==> src/rtl/pll_pkg.sv <==
package pll_pkg;

   typedef struct packed {
      logic hi_cur;
      logic pump_off;
      logic drv_off;
      logic test_route;
   } pll_ctrl_t;

   function automatic int unsigned pll_cw(input int unsigned n);
      return (n < 2) ? 1 : $clog2(n);
   endfunction

endpackage

==> src/rtl/pll_refdiv.sv <==
module pll_refdiv #(
   parameter int DIV = 512
) (
   input  logic clk,
   input  logic rst_n,
   input  logic tick,
   output logic pulse,
   output logic sq
);
   localparam int CW   = pll_pkg::pll_cw(DIV);
   localparam int HALF = DIV / 2;

   if (DIV < 2) begin : g_bad_div
      $error("pll_refdiv: DIV must be at least 2");
   end

   logic [CW-1:0] cnt;

   if ((DIV & (DIV - 1)) == 0) begin : g_pow2
      always_ff @(posedge clk or negedge rst_n) begin
         if (!rst_n)    cnt <= '0;
         else if (tick) cnt <= cnt - 1'b1;
      end
   end else begin : g_cmp
      always_ff @(posedge clk or negedge rst_n) begin
         if (!rst_n) cnt <= '0;
         else if (tick) begin
            if (cnt == '0) cnt <= CW'(DIV - 1);
            else           cnt <= cnt - 1'b1;
         end
      end
   end

   always_ff @(posedge clk or negedge rst_n) begin
      if (!rst_n) pulse <= 1'b0;
      else        pulse <= tick && (cnt == '0);
   end

   assign sq = (cnt >= CW'(HALF));
endmodule

==> src/rtl/pll_progdiv.sv <==
module pll_progdiv #(
   parameter int W = 15
) (
   input  logic         clk,
   input  logic         rst_n,
   input  logic         tick,
   input  logic [W-1:0] ratio,
   output logic         pulse,
   output logic         sq
);
   if (W < 2) begin : g_bad_w
      $error("pll_progdiv: W must be at least 2");
   end

   logic [W-1:0] cnt;
   logic [W-1:0] half;
   logic [W-1:0] eff;

   assign eff = (ratio < W'(2)) ? W'(2) : ratio;

   always_ff @(posedge clk or negedge rst_n) begin
      if (!rst_n) begin
         cnt   <= '0;
         half  <= W'(1);
         pulse <= 1'b0;
      end else begin
         pulse <= 1'b0;
         if (tick) begin
            if (cnt == '0) begin
               cnt   <= eff - 1'b1;
               half  <= eff >> 1;
               pulse <= 1'b1;
            end else begin
               cnt <= cnt - 1'b1;
            end
         end
      end
   end

   assign sq = (cnt >= half);
endmodule

==> src/rtl/pll_pfd.sv <==
module pll_pfd #(
   parameter int DLY = 2
) (
   input  logic clk,
   input  logic rst_n,
   input  logic ref_p,
   input  logic div_p,
   output logic up_q,
   output logic dn_q
);
   localparam int DW = pll_pkg::pll_cw(DLY + 1);

   if (DLY < 1) begin : g_bad_dly
      $error("pll_pfd: DLY must be at least 1");
   end

   logic [DW-1:0] dly;
   logic          both;
   logic          clr;

   assign both = up_q & dn_q;
   assign clr  = both && (dly == DW'(DLY - 1));

   always_ff @(posedge clk or negedge rst_n) begin
      if (!rst_n) begin
         up_q <= 1'b0;
         dn_q <= 1'b0;
         dly  <= '0;
      end else begin
         up_q <= clr ? ref_p : (up_q | ref_p);
         dn_q <= clr ? div_p : (dn_q | div_p);
         if (both && !clr) dly <= dly + 1'b1;
         else              dly <= '0;
      end
   end
endmodule

==> src/rtl/pll_lockdet.sv <==
module pll_lockdet #(
   parameter int TOL  = 4,
   parameter int NEED = 4
) (
   input  logic clk,
   input  logic rst_n,
   input  logic act,
   output logic lock
);
   localparam int WW = pll_pkg::pll_cw(TOL + 2);
   localparam int GW = pll_pkg::pll_cw(NEED + 1);

   if (NEED < 1) begin : g_bad_need
      $error("pll_lockdet: NEED must be at least 1");
   end

   logic [WW-1:0] wcnt;
   logic [GW-1:0] good;
   logic          narrow_end;

   assign narrow_end = !act && (wcnt != '0) && (wcnt <= WW'(TOL));

   always_ff @(posedge clk or negedge rst_n) begin
      if (!rst_n) begin
         wcnt <= '0;
         good <= '0;
         lock <= 1'b0;
      end else if (act) begin
         if (wcnt <= WW'(TOL)) wcnt <= wcnt + 1'b1;
         if (wcnt == WW'(TOL)) begin
            good <= '0;
            lock <= 1'b0;
         end
      end else begin
         wcnt <= '0;
         if (narrow_end) begin
            if (int'(good) < NEED) good <= good + 1'b1;
            if (int'(good) + 1 >= NEED) lock <= 1'b1;
         end
      end
   end
endmodule

==> src/rtl/pll_core.sv <==
module pll_core #(
   parameter int REF_DIV  = 512,
   parameter int RATIO_W  = 15,
   parameter int RST_DLY  = 2,
   parameter int LOCK_TOL = 4,
   parameter int LOCK_N   = 4,
   parameter int PORT_W   = 6
) (
   input  logic               clk,
   input  logic               rst_n,
   input  logic               ref_en,
   input  logic               vco_en,
   input  logic [RATIO_W-1:0] ratio,
   input  logic               cp_sel,
   input  logic               pump_off,
   input  logic               drv_off,
   input  logic               test_route,
   input  logic [PORT_W-1:0]  port_set,
   output logic               pump_up,
   output logic               pump_dn,
   output logic               pump_hi,
   output logic               drv_en,
   output logic [PORT_W-1:0]  port_on,
   output logic               locked
);
   import pll_pkg::*;

   localparam int TP_CMP = PORT_W - 2;
   localparam int TP_DIV = PORT_W - 1;

   if (PORT_W < 2) begin : g_bad_port
      $error("pll_core: PORT_W must be at least 2");
   end
   if (LOCK_TOL < RST_DLY) begin : g_bad_tol
      $error("pll_core: LOCK_TOL must cover RST_DLY");
   end

   pll_ctrl_t ctrl;
   logic fcomp_p, fcomp_sq;
   logic fdiv_p, fdiv_sq;
   logic pfd_up, pfd_dn;

   assign ctrl = '{hi_cur: cp_sel, pump_off: pump_off,
                   drv_off: drv_off, test_route: test_route};

   pll_refdiv #(.DIV(REF_DIV)) u_ref (
      .clk(clk), .rst_n(rst_n), .tick(ref_en),
      .pulse(fcomp_p), .sq(fcomp_sq));

   pll_progdiv #(.W(RATIO_W)) u_div (
      .clk(clk), .rst_n(rst_n), .tick(vco_en), .ratio(ratio),
      .pulse(fdiv_p), .sq(fdiv_sq));

   pll_pfd #(.DLY(RST_DLY)) u_pfd (
      .clk(clk), .rst_n(rst_n), .ref_p(fcomp_p), .div_p(fdiv_p),
      .up_q(pfd_up), .dn_q(pfd_dn));

   pll_lockdet #(.TOL(LOCK_TOL), .NEED(LOCK_N)) u_lock (
      .clk(clk), .rst_n(rst_n), .act(pfd_up | pfd_dn), .lock(locked));

   assign pump_up = pfd_up & ~ctrl.pump_off;
   assign pump_dn = pfd_dn & ~ctrl.pump_off;
   assign pump_hi = ctrl.hi_cur;
   assign drv_en  = ~ctrl.drv_off;

   for (genvar i = 0; i < PORT_W; i++) begin : g_port
      if (i == TP_CMP) begin : g_cmp
         assign port_on[i] = ctrl.test_route ? fcomp_sq : port_set[i];
      end else if (i == TP_DIV) begin : g_div
         assign port_on[i] = ctrl.test_route ? fdiv_sq : port_set[i];
      end else begin : g_plain
         assign port_on[i] = port_set[i];
      end
   end
endmodule

==> config.mk <==
export PLATFORM = sky130hd
export DESIGN_NAME = pll_core
export DESIGN_NICKNAME = d
export VERILOG_FILES = /design/src/rtl/pll_pkg.sv /design/src/rtl/pll_refdiv.sv /design/src/rtl/pll_progdiv.sv /design/src/rtl/pll_pfd.sv /design/src/rtl/pll_lockdet.sv /design/src/rtl/pll_core.sv
export SDC_FILE = /design/constraint.sdc
export NUM_CORES = 1
export LEC_CHECK = 0
export BUFFER_PORTS_ARGS = -buffer_cell sky130_fd_sc_hd__buf_2
export CAP_MARGIN = 10
export CORE_MARGIN = 2
export CORE_UTILIZATION = 53
export CTS_CLUSTER_SIZE = 12
export DETAILED_ROUTE_END_ITERATION = 10
export HOLD_SLACK_MARGIN = 0.15
export PLACE_DENSITY = 0.86
export SYNTH_ARGS = -nofsm -noshare
export SYNTH_HDL_FRONTEND = slang
export SYNTH_HIERARCHICAL = 1
export SYNTH_SLANG_ARGS = --single-unit
==> constraint.sdc <==
create_clock -name clk -period 2.15 [get_ports clk]
set_input_delay 0.215 -clock clk [delete_from_list [all_inputs] [get_ports clk]]
set_output_delay 0.215 -clock clk [all_outputs]
set_load 0.02 [all_outputs]
==> results.txt <==
P&R area growth vs syn - 23.9%
Synth Flop Type - dfrtp_1
Die X - 82.5 microns
critical path's largest stage delay - 0.44 ns
sequential share of the synthesized area - 0.392
worst hold margin - 0.154 ns
FFs w/ async S/R, synth - 1.00
yosys warns - 6
drt via density - 6.17
GP Congestion - 0.952
Mapped Avg Cell Area - 9.57 sq um
Max Fclk - 372 MHz
GRT overflow - 0
Final setup viols - 2
Worst EP required - 1.93 ns
type of origin of the critical path - flip-flop
most frequent CP cell - o21a_1
Final Hold Fails - 0
Mapped Cells - 341
Least-Margin Pin Slew - 0.892 ns
status - complete, but fails checks
number of global-route vias before repair - 2856
fin crit share - 1.25
Initial Utilization - 0.551
Worst Hold Path EP - u_ref/cnt[0]
RSZ-0062 raised after global routing - yes
crit path max fanout - 2
share of cells above drive strength 1 - 0.322
Reg2Reg Setup Slack - -0.03 ns
Worst R2R Path Depth - 8
distinct cell type count after synthesis - 67
initial antenna violation count - 0
max-slew violations - 0
nets@finish - 459
Die Y-Extent - 82.5 microns
Hold Startpoint - ref_en
slowest stage cell, crit path - dfrtp_2
Row Count - 28
minimum clock period - 2.69 ns
Tot GR Track Use - 0.256
cts bufs inserted - 5
DIE AREA - 6800 sq um
Power Density - 1250 nW/um^2
EDFF count, synth - 0
count of state elements after synthesis - 51
H-tree depth - 2
Antenna Violating Nets Remaining - 0
commonest cells after routing, fill and taps aside - dfrtp_1, buf_4, buf_2, nand2_1, inv_1
Iter 0 DRT Violations - 317
Netlist Area Pre-Place - 3260 sq um
CTS tree - built
drt wl/cell - 17.7 microns
Power Total - 0.00507 W
core area - 5920 sq um
n_diodes - 0
worst rel slew slack - 0.405
Root Buffer - clkbuf_8
Place WS - -0.253 ns
drt first pass iters - 6
commonest non-fill, non-tap cell in the layout - dfrtp_1
worst r2r src - u_div/cnt[1]
leakage power figure - 1.83 nW
setup ws final - -0.538 ns
CTS clock-pin slew for the worst setup and hold paths - 0.10 ns
largest net degree at the start of global routing - 40
vias - 2993
CP Cell Sequence - ha_4, nor2b_1, o21a_1, o21a_1, o21a_1, o41ai_2, o211ai_1, mux2_4, buf_6
Setup Skew - 0.00726 ns
I/O pin total - 40
Port Buffers - 29
syn nets - 391
post-DP HPWL - 6180 microns
# clock sinks - 51
DRC Markers - 0
Longest Clk Path Bufs - 2
Setup CP Type - reg -> out
Crit. End Element - output port
Fillers - 439
Max VDD drop - 0.000593 V
MaxCap Viol Count - 0
hold depth - 2
drt total wl - 8560 microns
min-delay worst type - in -> reg
Worst-Skew Late Latency - 0.31 ns
crit path DAT - 2.47 ns
failing checks - setup timing
R2R Path End - u_div/cnt[8]
global-route wire length before repair - 13300 microns
cell type report:
type                       instances  area [sq um]  share of cell area
tap                               75          93.8              0.0232
clock buffer                       5          68.8              0.0170
inverter                          28           105              0.0260
multi-input combinational        246          1930               0.478
sequential                        51          1280               0.317
timing repair buffer              77           538               0.133
clock inverter                     3          23.8             0.00588
power by group:
group	internal (W)	leakage (nW)	switching, W
clock	0.000235	0.0461	0.000333
combinational	0.00127	1.16	0.00149
sequential	0.00136	0.623	0.000378
total	0.00287	1.83	0.00220
how the worst max path moves through the flow:
stage	startpoint	end	cells after the start
5_1_grt	u_div/cnt[1]	port_on[5]	9
2_1_floorplan	u_div/cnt[12]	u_div/cnt[12]	10
3_5_place_dp	u_div/cnt[1]	port_on[5]	9
6_report	u_div/cnt[1]	port_on[5]	9
4_1_cts	u_div/cnt[1]	port_on[5]	9
3_3_place_gp	u_div/cnt[1]	port_on[5]	9
Yosys cell counts, types with 4 or more instances:
cell,count,share of area
o21ai_0,24,0.037
inv_1,28,0.032
clkbuf_1,5,0.0058
dfrtp_1,50,0.38
xnor2_1,7,0.019
and2_1,5,0.0096
a21o_1,6,0.014
nor2b_1,4,0.0077
xor2_1,5,0.013
nand3_1,8,0.012
nor2_1,22,0.025
a22o_1,4,0.011
o21a_1,4,0.0092
buf_4,6,0.014
nor3_1,10,0.015
nand2_1,29,0.033
ha_1,21,0.081
a211oi_1,6,0.014
nand3b_1,4,0.0092
a22oi_1,4,0.0092
a21oi_1,17,0.026
through the flow:
| stage | cells | utilization | instance area [sq um] | TNS (ns) |
|---|---|---|---|---|
| after CTS | 480 | 0.656 | 3890 | -0.531 |
| after floorplan | 341 | - | 3300 | -0.0264 |
| final | 485 | 0.683 | 4040 | -0.572 |
| after global routing | 485 | 0.683 | 4040 | -1.09 |
| after global placement | 471 | 0.633 | 3740 | -0.428 |
| after detailed placement | 471 | 0.633 | 3740 | -1.10 |
kinds of logic after synthesis:
kind of cell | after synthesis | share of synthesized area
adder cells (fa/ha/maj) | 21 | 0.0806
buffers and inverters | 44 | 0.0633
AO/OA/AOI/OAI | 97 | 0.209
XOR/XNOR | 12 | 0.0322
multiplexers | 6 | 0.0222
AND/OR/NAND/NOR | 110 | 0.201
flip-flops | 51 | 0.392
what timing repair did:
item,in CTS,in global routing
resized for setup,8,29
setup endpoints to repair,11,14
gates cloned,0,0
hold buffers,1,0
buffers inserted,0,6
endpoints found under the hold margin,36,0
pin swaps,3,15
routing by layer:
metal  wire length [microns]  share of wire  global-route usage  vias to the layer above
met2                    4220           0.49               0.440                      156
met5                       0              0                   0                        -
met4                     337          0.039               0.107                        0
met3                     617          0.072              0.0457                       41
met1                    3390           0.40               0.315                     1428
li1                        -              -                   -                     1368
flip-flops by register name (all words and copies together) (netlist names):
register and flops:
u_ref/cnt 9, u_lock/good 3, u_div/cnt 15, u_div/pulse 1, u_lock/wcnt 3, u_lock/lock 1
u_pfd/dn_q 1, u_div/half 14, u_pfd/up_q 1, u_pfd/dly 2, u_ref/pulse 1
worst max-delay path: cells and delay by family (launching register included):
| family | cells | cell delay, ns |
|---|---|---|
| AO/OA/AOI/OAI | 5 | 0.93 |
| adder cells (fa/ha/maj) | 1 | 0.25 |
| buffers and inverters | 1 | 0.13 |
| flip-flops | 1 | 0.44 |
| multiplexers | 1 | 0.29 |
| AND/OR/NAND/NOR | 1 | 0.13 |
Power figures use the tool's default switching activity.
